===== src/rtl/pll_pager_pkg.sv =====
package pll_pager_pkg;

  localparam int unsigned NIB_W = 4;

  // Number of valid bits that a field of the given width places in the slot.
  function automatic int unsigned slot_bits(int unsigned width, int unsigned slot);
    int unsigned base;
    base = slot * NIB_W;
    if (width <= base) return 0;
    else if (width - base >= NIB_W) return NIB_W;
    else return width - base;
  endfunction

  // Writable-bit mask of a page. The K pages come first, then the S pages.
  function automatic logic [NIB_W-1:0] nib_mask(int unsigned k_w, int unsigned s_w,
                                                int unsigned page);
    int unsigned kp;
    int unsigned n;
    kp = (k_w + NIB_W - 1) / NIB_W;
    n  = (page < kp) ? slot_bits(k_w, page) : slot_bits(s_w, page - kp);
    return NIB_W'((1 << n) - 1);
  endfunction

  // PLL may run only when both power-down bits are clear.
  function automatic logic pd_both_low(logic clk_off, logic pll_pd);
    return !clk_off && !pll_pd;
  endfunction

endpackage


===== src/rtl/pll_page_file.sv =====
module pll_page_file
  import pll_pager_pkg::*;
#(
  parameter int unsigned PAGE_SEL_W = 3,
  parameter int unsigned K_W        = 22,
  parameter int unsigned S_W        = 7
) (
  input  logic                  clk,
  input  logic                  rst_n,
  input  logic                  wr_stb,
  input  logic [PAGE_SEL_W-1:0] wr_page,
  input  logic [NIB_W-1:0]      wr_nib,
  output logic [PAGE_SEL_W-1:0] sel_page,
  output logic [NIB_W-1:0]      sel_nib,
  output logic [K_W-1:0]        k_word,
  output logic [S_W-1:0]        s_word
);

  localparam int unsigned NUM_PAGES = 1 << PAGE_SEL_W;
  localparam int unsigned K_PAGES   = (K_W + NIB_W - 1) / NIB_W;
  localparam int unsigned S_LSB     = K_PAGES * NIB_W;

  logic [NUM_PAGES-1:0][NIB_W-1:0] pg_q;
  logic [PAGE_SEL_W-1:0]           sel_q;
  logic [NUM_PAGES*NIB_W-1:0]      flat;

  always_ff @(posedge clk or negedge rst_n) begin
    if (!rst_n) begin
      pg_q  <= '0;
      sel_q <= '0;
    end else if (wr_stb) begin
      sel_q <= wr_page;
      for (int p = 0; p < int'(NUM_PAGES); p++) begin
        if (wr_page == PAGE_SEL_W'(p))
          pg_q[p] <= wr_nib & nib_mask(K_W, S_W, p);
      end
    end
  end

  assign flat     = pg_q;
  assign k_word   = flat[K_W-1:0];
  assign s_word   = flat[S_LSB +: S_W];
  assign sel_page = sel_q;
  assign sel_nib  = pg_q[sel_q];

endmodule


===== src/rtl/pll_word_shadow.sv =====
module pll_word_shadow #(
  parameter int unsigned K_W = 22,
  parameter int unsigned S_W = 7
) (
  input  logic           clk,
  input  logic           rst_n,
  input  logic           commit,
  input  logic [K_W-1:0] k_in,
  input  logic [S_W-1:0] s_in,
  output logic [K_W-1:0] k_out,
  output logic [S_W-1:0] s_out
);

  always_ff @(posedge clk or negedge rst_n) begin
    if (!rst_n) begin
      k_out <= '0;
      s_out <= '0;
    end else if (commit) begin
      k_out <= k_in;
      s_out <= s_in;
    end
  end

endmodule


===== src/rtl/pll_pd_ctrl.sv =====
module pll_pd_ctrl
  import pll_pager_pkg::*;
(
  input  logic clk,
  input  logic rst_n,
  input  logic wr_clk_reg,
  input  logic wr_pll_reg,
  input  logic clk_off_d,
  input  logic pll_pd_d,
  output logic clk_off_q,
  output logic pll_pd_q,
  output logic pll_enable
);

  logic en_q;
  logic both_low;

  assign both_low = pd_both_low(clk_off_q, pll_pd_q);

  always_ff @(posedge clk or negedge rst_n) begin
    if (!rst_n) begin
      clk_off_q <= 1'b1;
      pll_pd_q  <= 1'b1;
      en_q      <= 1'b0;
    end else begin
      if (wr_clk_reg) clk_off_q <= clk_off_d;
      if (wr_pll_reg) pll_pd_q  <= pll_pd_d;
      en_q <= both_low;
    end
  end

  // Rises one clock after both bits are low; drops as soon as a bit is set.
  assign pll_enable = en_q && both_low;

endmodule


===== src/rtl/pll_pager_regs.sv =====
module pll_pager_regs
  import pll_pager_pkg::*;
#(
  parameter int unsigned ADDR_W       = 7,
  parameter int unsigned DATA_W       = 16,
  parameter int unsigned PAGE_SEL_W   = 3,
  parameter int unsigned PAGE_LSB     = 4,
  parameter int unsigned K_W          = 22,
  parameter int unsigned S_W          = 7,
  parameter int unsigned CLK_OFF_BIT  = 13,
  parameter int unsigned PLL_PD_BIT   = 9,
  parameter logic [ADDR_W-1:0] CLK_REG_ADDR  = 7'h26,
  parameter logic [ADDR_W-1:0] PLL_REG_ADDR  = 7'h3C,
  parameter logic [ADDR_W-1:0] PAGE_REG_ADDR = 7'h46
) (
  input  logic              clk,
  input  logic              rst_n,
  input  logic [ADDR_W-1:0] reg_addr,
  input  logic              wr_en,
  input  logic [DATA_W-1:0] wr_data,
  output logic [DATA_W-1:0] rd_data,
  output logic [S_W-1:0]    div_code,
  output logic [K_W-1:0]    frac_k,
  output logic              pll_enable,
  output logic              clk_gate_off
);

  localparam logic [PAGE_SEL_W-1:0] LAST_PAGE = '1;

  // Decoded write strobes
  logic wr_clk_reg, wr_pll_reg, wr_page_reg;
  assign wr_clk_reg  = wr_en && (reg_addr == CLK_REG_ADDR);
  assign wr_pll_reg  = wr_en && (reg_addr == PLL_REG_ADDR);
  assign wr_page_reg = wr_en && (reg_addr == PAGE_REG_ADDR);

  logic [PAGE_SEL_W-1:0] wr_page;
  logic [NIB_W-1:0]      wr_nib;
  assign wr_page = wr_data[PAGE_LSB +: PAGE_SEL_W];
  assign wr_nib  = wr_data[NIB_W-1:0];

  // Named internal events for the checker
  logic                  commit_q;
  logic [PAGE_SEL_W-1:0] sel_page;
  logic [NIB_W-1:0]      sel_nib;
  logic [K_W-1:0]        k_stage;
  logic [S_W-1:0]        s_stage;
  logic [K_W-1:0]        k_shadow;
  logic [S_W-1:0]        s_shadow;
  logic                  clk_off_q, pll_pd_q;

  logic unused_wr_bits;
  assign unused_wr_bits = ^wr_data;

  pll_page_file #(
    .PAGE_SEL_W(PAGE_SEL_W), .K_W(K_W), .S_W(S_W)
  ) u_pages (
    .clk(clk), .rst_n(rst_n),
    .wr_stb(wr_page_reg), .wr_page(wr_page), .wr_nib(wr_nib),
    .sel_page(sel_page), .sel_nib(sel_nib),
    .k_word(k_stage), .s_word(s_stage)
  );

  always_ff @(posedge clk or negedge rst_n) begin
    if (!rst_n) commit_q <= 1'b0;
    else        commit_q <= wr_page_reg && (wr_page == LAST_PAGE);
  end

  pll_word_shadow #(.K_W(K_W), .S_W(S_W)) u_shadow (
    .clk(clk), .rst_n(rst_n), .commit(commit_q),
    .k_in(k_stage), .s_in(s_stage),
    .k_out(k_shadow), .s_out(s_shadow)
  );

  pll_pd_ctrl u_pd (
    .clk(clk), .rst_n(rst_n),
    .wr_clk_reg(wr_clk_reg), .wr_pll_reg(wr_pll_reg),
    .clk_off_d(wr_data[CLK_OFF_BIT]), .pll_pd_d(wr_data[PLL_PD_BIT]),
    .clk_off_q(clk_off_q), .pll_pd_q(pll_pd_q),
    .pll_enable(pll_enable)
  );

  assign clk_gate_off = clk_off_q;
  assign div_code     = pll_enable ? s_shadow : '0;
  assign frac_k       = pll_enable ? k_shadow : '0;

  always_comb begin
    rd_data = '0;
    if (reg_addr == CLK_REG_ADDR) begin
      rd_data[CLK_OFF_BIT] = clk_off_q;
    end else if (reg_addr == PLL_REG_ADDR) begin
      rd_data[PLL_PD_BIT] = pll_pd_q;
    end else if (reg_addr == PAGE_REG_ADDR) begin
      rd_data[PAGE_LSB +: PAGE_SEL_W] = sel_page;
      rd_data[NIB_W-1:0]              = sel_nib;
    end
  end

endmodule


===== config.mk =====
export PLATFORM = sky130hd
export DESIGN_NAME = pll_pager_regs
export DESIGN_NICKNAME = d
export VERILOG_FILES = /design/src/rtl/pll_pager_pkg.sv /design/src/rtl/pll_page_file.sv /design/src/rtl/pll_word_shadow.sv /design/src/rtl/pll_pd_ctrl.sv /design/src/rtl/pll_pager_regs.sv
export SDC_FILE = /design/constraint.sdc
export NUM_CORES = 1
export LEC_CHECK = 0
export ABC_AREA = 1
export BUFFER_PORTS_ARGS = -buffer_cell sky130_fd_sc_hd__clkbuf_2
export CORE_MARGIN = 5
export CORE_UTILIZATION = 25
export DETAILED_ROUTE_END_ITERATION = 8
export HOLD_SLACK_MARGIN = 0.12
export PLACE_DENSITY_LB_ADDON = 0.12
export SLEW_MARGIN = 20
export SYNTH_ARGS = -nofsm -noshare
export SYNTH_HDL_FRONTEND = slang
export SYNTH_SLANG_ARGS = --single-unit

===== constraint.sdc =====
create_clock -name clk -period 2.8 [get_ports clk]
set_input_delay 0.28 -clock clk [delete_from_list [all_inputs] [get_ports clk]]
set_output_delay 0.28 -clock clk [all_outputs]
set_load 0.005 [all_outputs]

==> results.toml <==
[outcome]
status = "complete, no violations"

[detailed_routing]
ant_nets = 0
firstDrtPassIters = 4
wl_per_cell_um = 13.4
drtIter0Drc = 170
wl_um = 9010
routed_via_density = 4.30
drc_errors = 0
vias = 2885

[setup_path]
crit_family = "flip-flops"
r2r-start = "commit_q$_DFF_PN0_"
required_ns = 2.52
crit_fanout = 16
cp_slowest_cell = "dfrtp_1"
critical_path.cell_chain = "inv_2 > or2_2 > nand2_1 > nand3_1 > nand2_1 > nor2_1 > clkbuf_2"
crit_start = "u_pages.sel_page[0]$_DFFE_PN0P_"
crit_top_cell = "nand2_1"
crit_type = "reg2out"
cp-end-kind = "primary output"
cpPeakStageDelay_ns = 0.66
arrival_ns = 1.91
start_kind = "flip-flop"
cp_num_buf_inv = 2

[synthesis]
synthDistinctLibCells = 27
yosysSeqAreaShare_pct = 48.2
syn_inst = 438
synth_area_sq_mm = 0.00338
ys.warnings.count = 0
synth_seq_cells = 65
syn_avg_cell_area_sq_um = 7.72

[die]
placementRows = 42
die-area_sq_mm = 0.0160
die_w_um = 126
core-area_sq_mm = 0.0132
die_y_um = 126
io-pin-count = 73
start_util_pct = 25.5

[final_layout]
multi_input_area_sq_mm = 0.00139
area_growth_pct = 20.8
fin_nets = 517
layout-drive-gt1-share_pct = 19.8
ff_latch_area_sq_mm = 0.00163
diodes = 0
fillerInstances = 1449

[global_route]
global_route.overflow_total = 0
grt_pass1_wl_um = 14700
grt_pass1_vias = 2744
track_usage_pct = 11.7
grt_max_degree = 36
antenna_found_initial = 0

[timing]
fin_setup_tns_ns = 0
drv_slew = 0
tightest_slew_ns = 0.812
hold_viol = 0
fin_skew_ns = 0.00442
period_needed_ns = 2.19
finalCritPeriodShare_pct = 78.2
clock.fmax_mhz = 457
slew_headroom_pct = 45.9
holdWs_ns = 0.150
rsz0062_at_grt = "no"
setup_viol = 0

[placement]
io_buffers = 58
dp_hpwl_um = 6740
gp_congestion = 0.797

[cts]
htreeDepth = 3
tritoncts = "yes"
worstSkewPairLatency_ns = 0.33
path_clk_slew_ns = 0.05
post_cts_buffers = 0
cts.sinks = 65
cts_buffers = 9
cts_root_buf = "clkbuf_16"
ctsLongestPathBuffers = 2

[worst_hold_path]
holdCritStartpoint = "wr_data[13]"
hp-class = "in2reg"

[power_and_ir_drop]
comb_power_share_pct = 8.5
power_leakage_nw = 2.05
ir_drop_uv = 243
p_sw_w = 0.000545
pwr-share-clk_pct = 48.8
p_per_area_mw_per_mm2 = 559
power_frac_seq_pct = 42.7
sw_frac_of_total_pct = 23.8
p_int_w = 0.00174

[flow_run]
drv_cap = 0
-- logic make-up (layout without fill, tap and decap cells) --
kind of cell           after synthesis  count (layout)  synth area share [%]
AND/OR/NAND/NOR                    251             251                  34.0
AO/OA/AOI/OAI                       41              41                  6.25
flip-flops                          65              65                  48.2
other                                1               7                 0.111
buffers and inverters               80             131                  11.5
-- routing by layer --
layer	routed length [um]	global-route usage (%)	vias up
li1	-	-	1474
met1	4360	15.9	1329
met2	4020	17.6	73
met3	501	3.87	9
met4	128	3.79	0
met5	0	0	-
-- tightest hold or removal path: cells and delay by family --
kind | cells | cell delay [ns]
simple gates | 2 | 0.12
buf+inv | 1 | 0.08
-- cell usage in the layout, fill, tap and decap left out, types with 5 or more instances in the layout --
master     count
nand3_4        5
nand3_1       12
nand2_1      135
nor2_1        57
clkbuf_16      9
conb_1         7
o21ai_0       38
inv_1         48
dfrtp_1       63
clkbuf_2      58
nand4_1       29
buf_4          6
-- power groups by stage --
| stage | sequential, W | combinational (W) | clock (W) |
|---|---|---|---|
| detailed placement | 0.000992 | 0.000199 | 0 |
| finish | 0.000976 | 0.000194 | 0.00112 |
| global placement | 0.000992 | 0.000198 | 0 |
| CTS | 0.000976 | 0.000201 | 0.00115 |
| global route | 0.000978 | 0.000224 | 0.00119 |
| floorplan | 0.000981 | 0.000123 | 0 |
-- synthesized netlist by cell type (all sizes together) --
| cell type | count | share of area, % |
|---|---|---|
| nand2 | 136 | 15 |
| clkbuf | 10 | 1.1 |
| inv | 50 | 5.5 |
| nand4 | 29 | 5.4 |
| dfstp | 2 | 1.6 |
| a21oi | 2 | 0.41 |
| o21ai | 38 | 5.6 |
| conb | 1 | 0.11 |
| buf | 20 | 4.8 |
| or2 | 2 | 0.37 |
| nor2 | 61 | 7.5 |
| nor3 | 2 | 0.30 |
| dfrtp | 63 | 47 |
| nor3b | 1 | 0.22 |
| and3 | 1 | 0.19 |
| o211ai | 1 | 0.22 |
| nand3 | 19 | 5.0 |
-- cell type report --
type                       count  area share (%)
clock inverter                 3           0.979
sequential                    65            39.9
timing repair buffer          66            8.94
tap                          176            5.39
clock buffer                  12            6.27
multi-input combinational    299            34.0
inverter                      50            4.59
-- registers in the layout, summed over array words and instances (netlist names) --
| name | count |
|---|---|
| u_pd.pll_pd_q | 1 |
| u_pages.s_word | 7 |
| u_shadow.s_out | 7 |
| u_pd.clk_off_q | 1 |
| commit_q | 1 |
| u_pages.k_word | 22 |
| u_pages.sel_page | 3 |
| u_pd.en_q | 1 |
| u_shadow.k_out | 22 |
-- worst paths after layout --
kind	endpoint	slack, ns	cells after the start
worst min-delay path	u_pd.clk_off_q$_DFFE_PN1P_	0.15	3
worst min register to register	u_pd.clk_off_q$_DFFE_PN1P_	0.49	2
worst max register to register	u_shadow.k_out[19]$_DFFE_PN0P_	1.86	2
max in group asynchronous	u_pd.clk_off_q$_DFFE_PN1P_	1.57	3
min in group asynchronous	u_shadow.k_out[20]$_DFFE_PN0P_	0.46	2
worst max-delay path	rd_data[2]	0.61	7
-- repair_timing --
action                    CTS  global route
resized for setup           0             0
hold endpoints to repair   18             0
hold buffers                1             0
-- through the flow --
stage	instance area, sq um	cells	setup slack (ns)	utilization (%)	power, W
CTS	4090	671	0.576	30.9	0.00233
global placement	3780	655	0.960	28.6	0.00119
finish	4090	671	0.610	30.9	0.00229
floorplan	3410	444	1.52	-	0.00110
detailed placement	3780	655	0.945	28.6	0.00119
global route	4090	671	0.437	30.9	0.00240
Note: power is estimated with default switching activity, not from simulation.
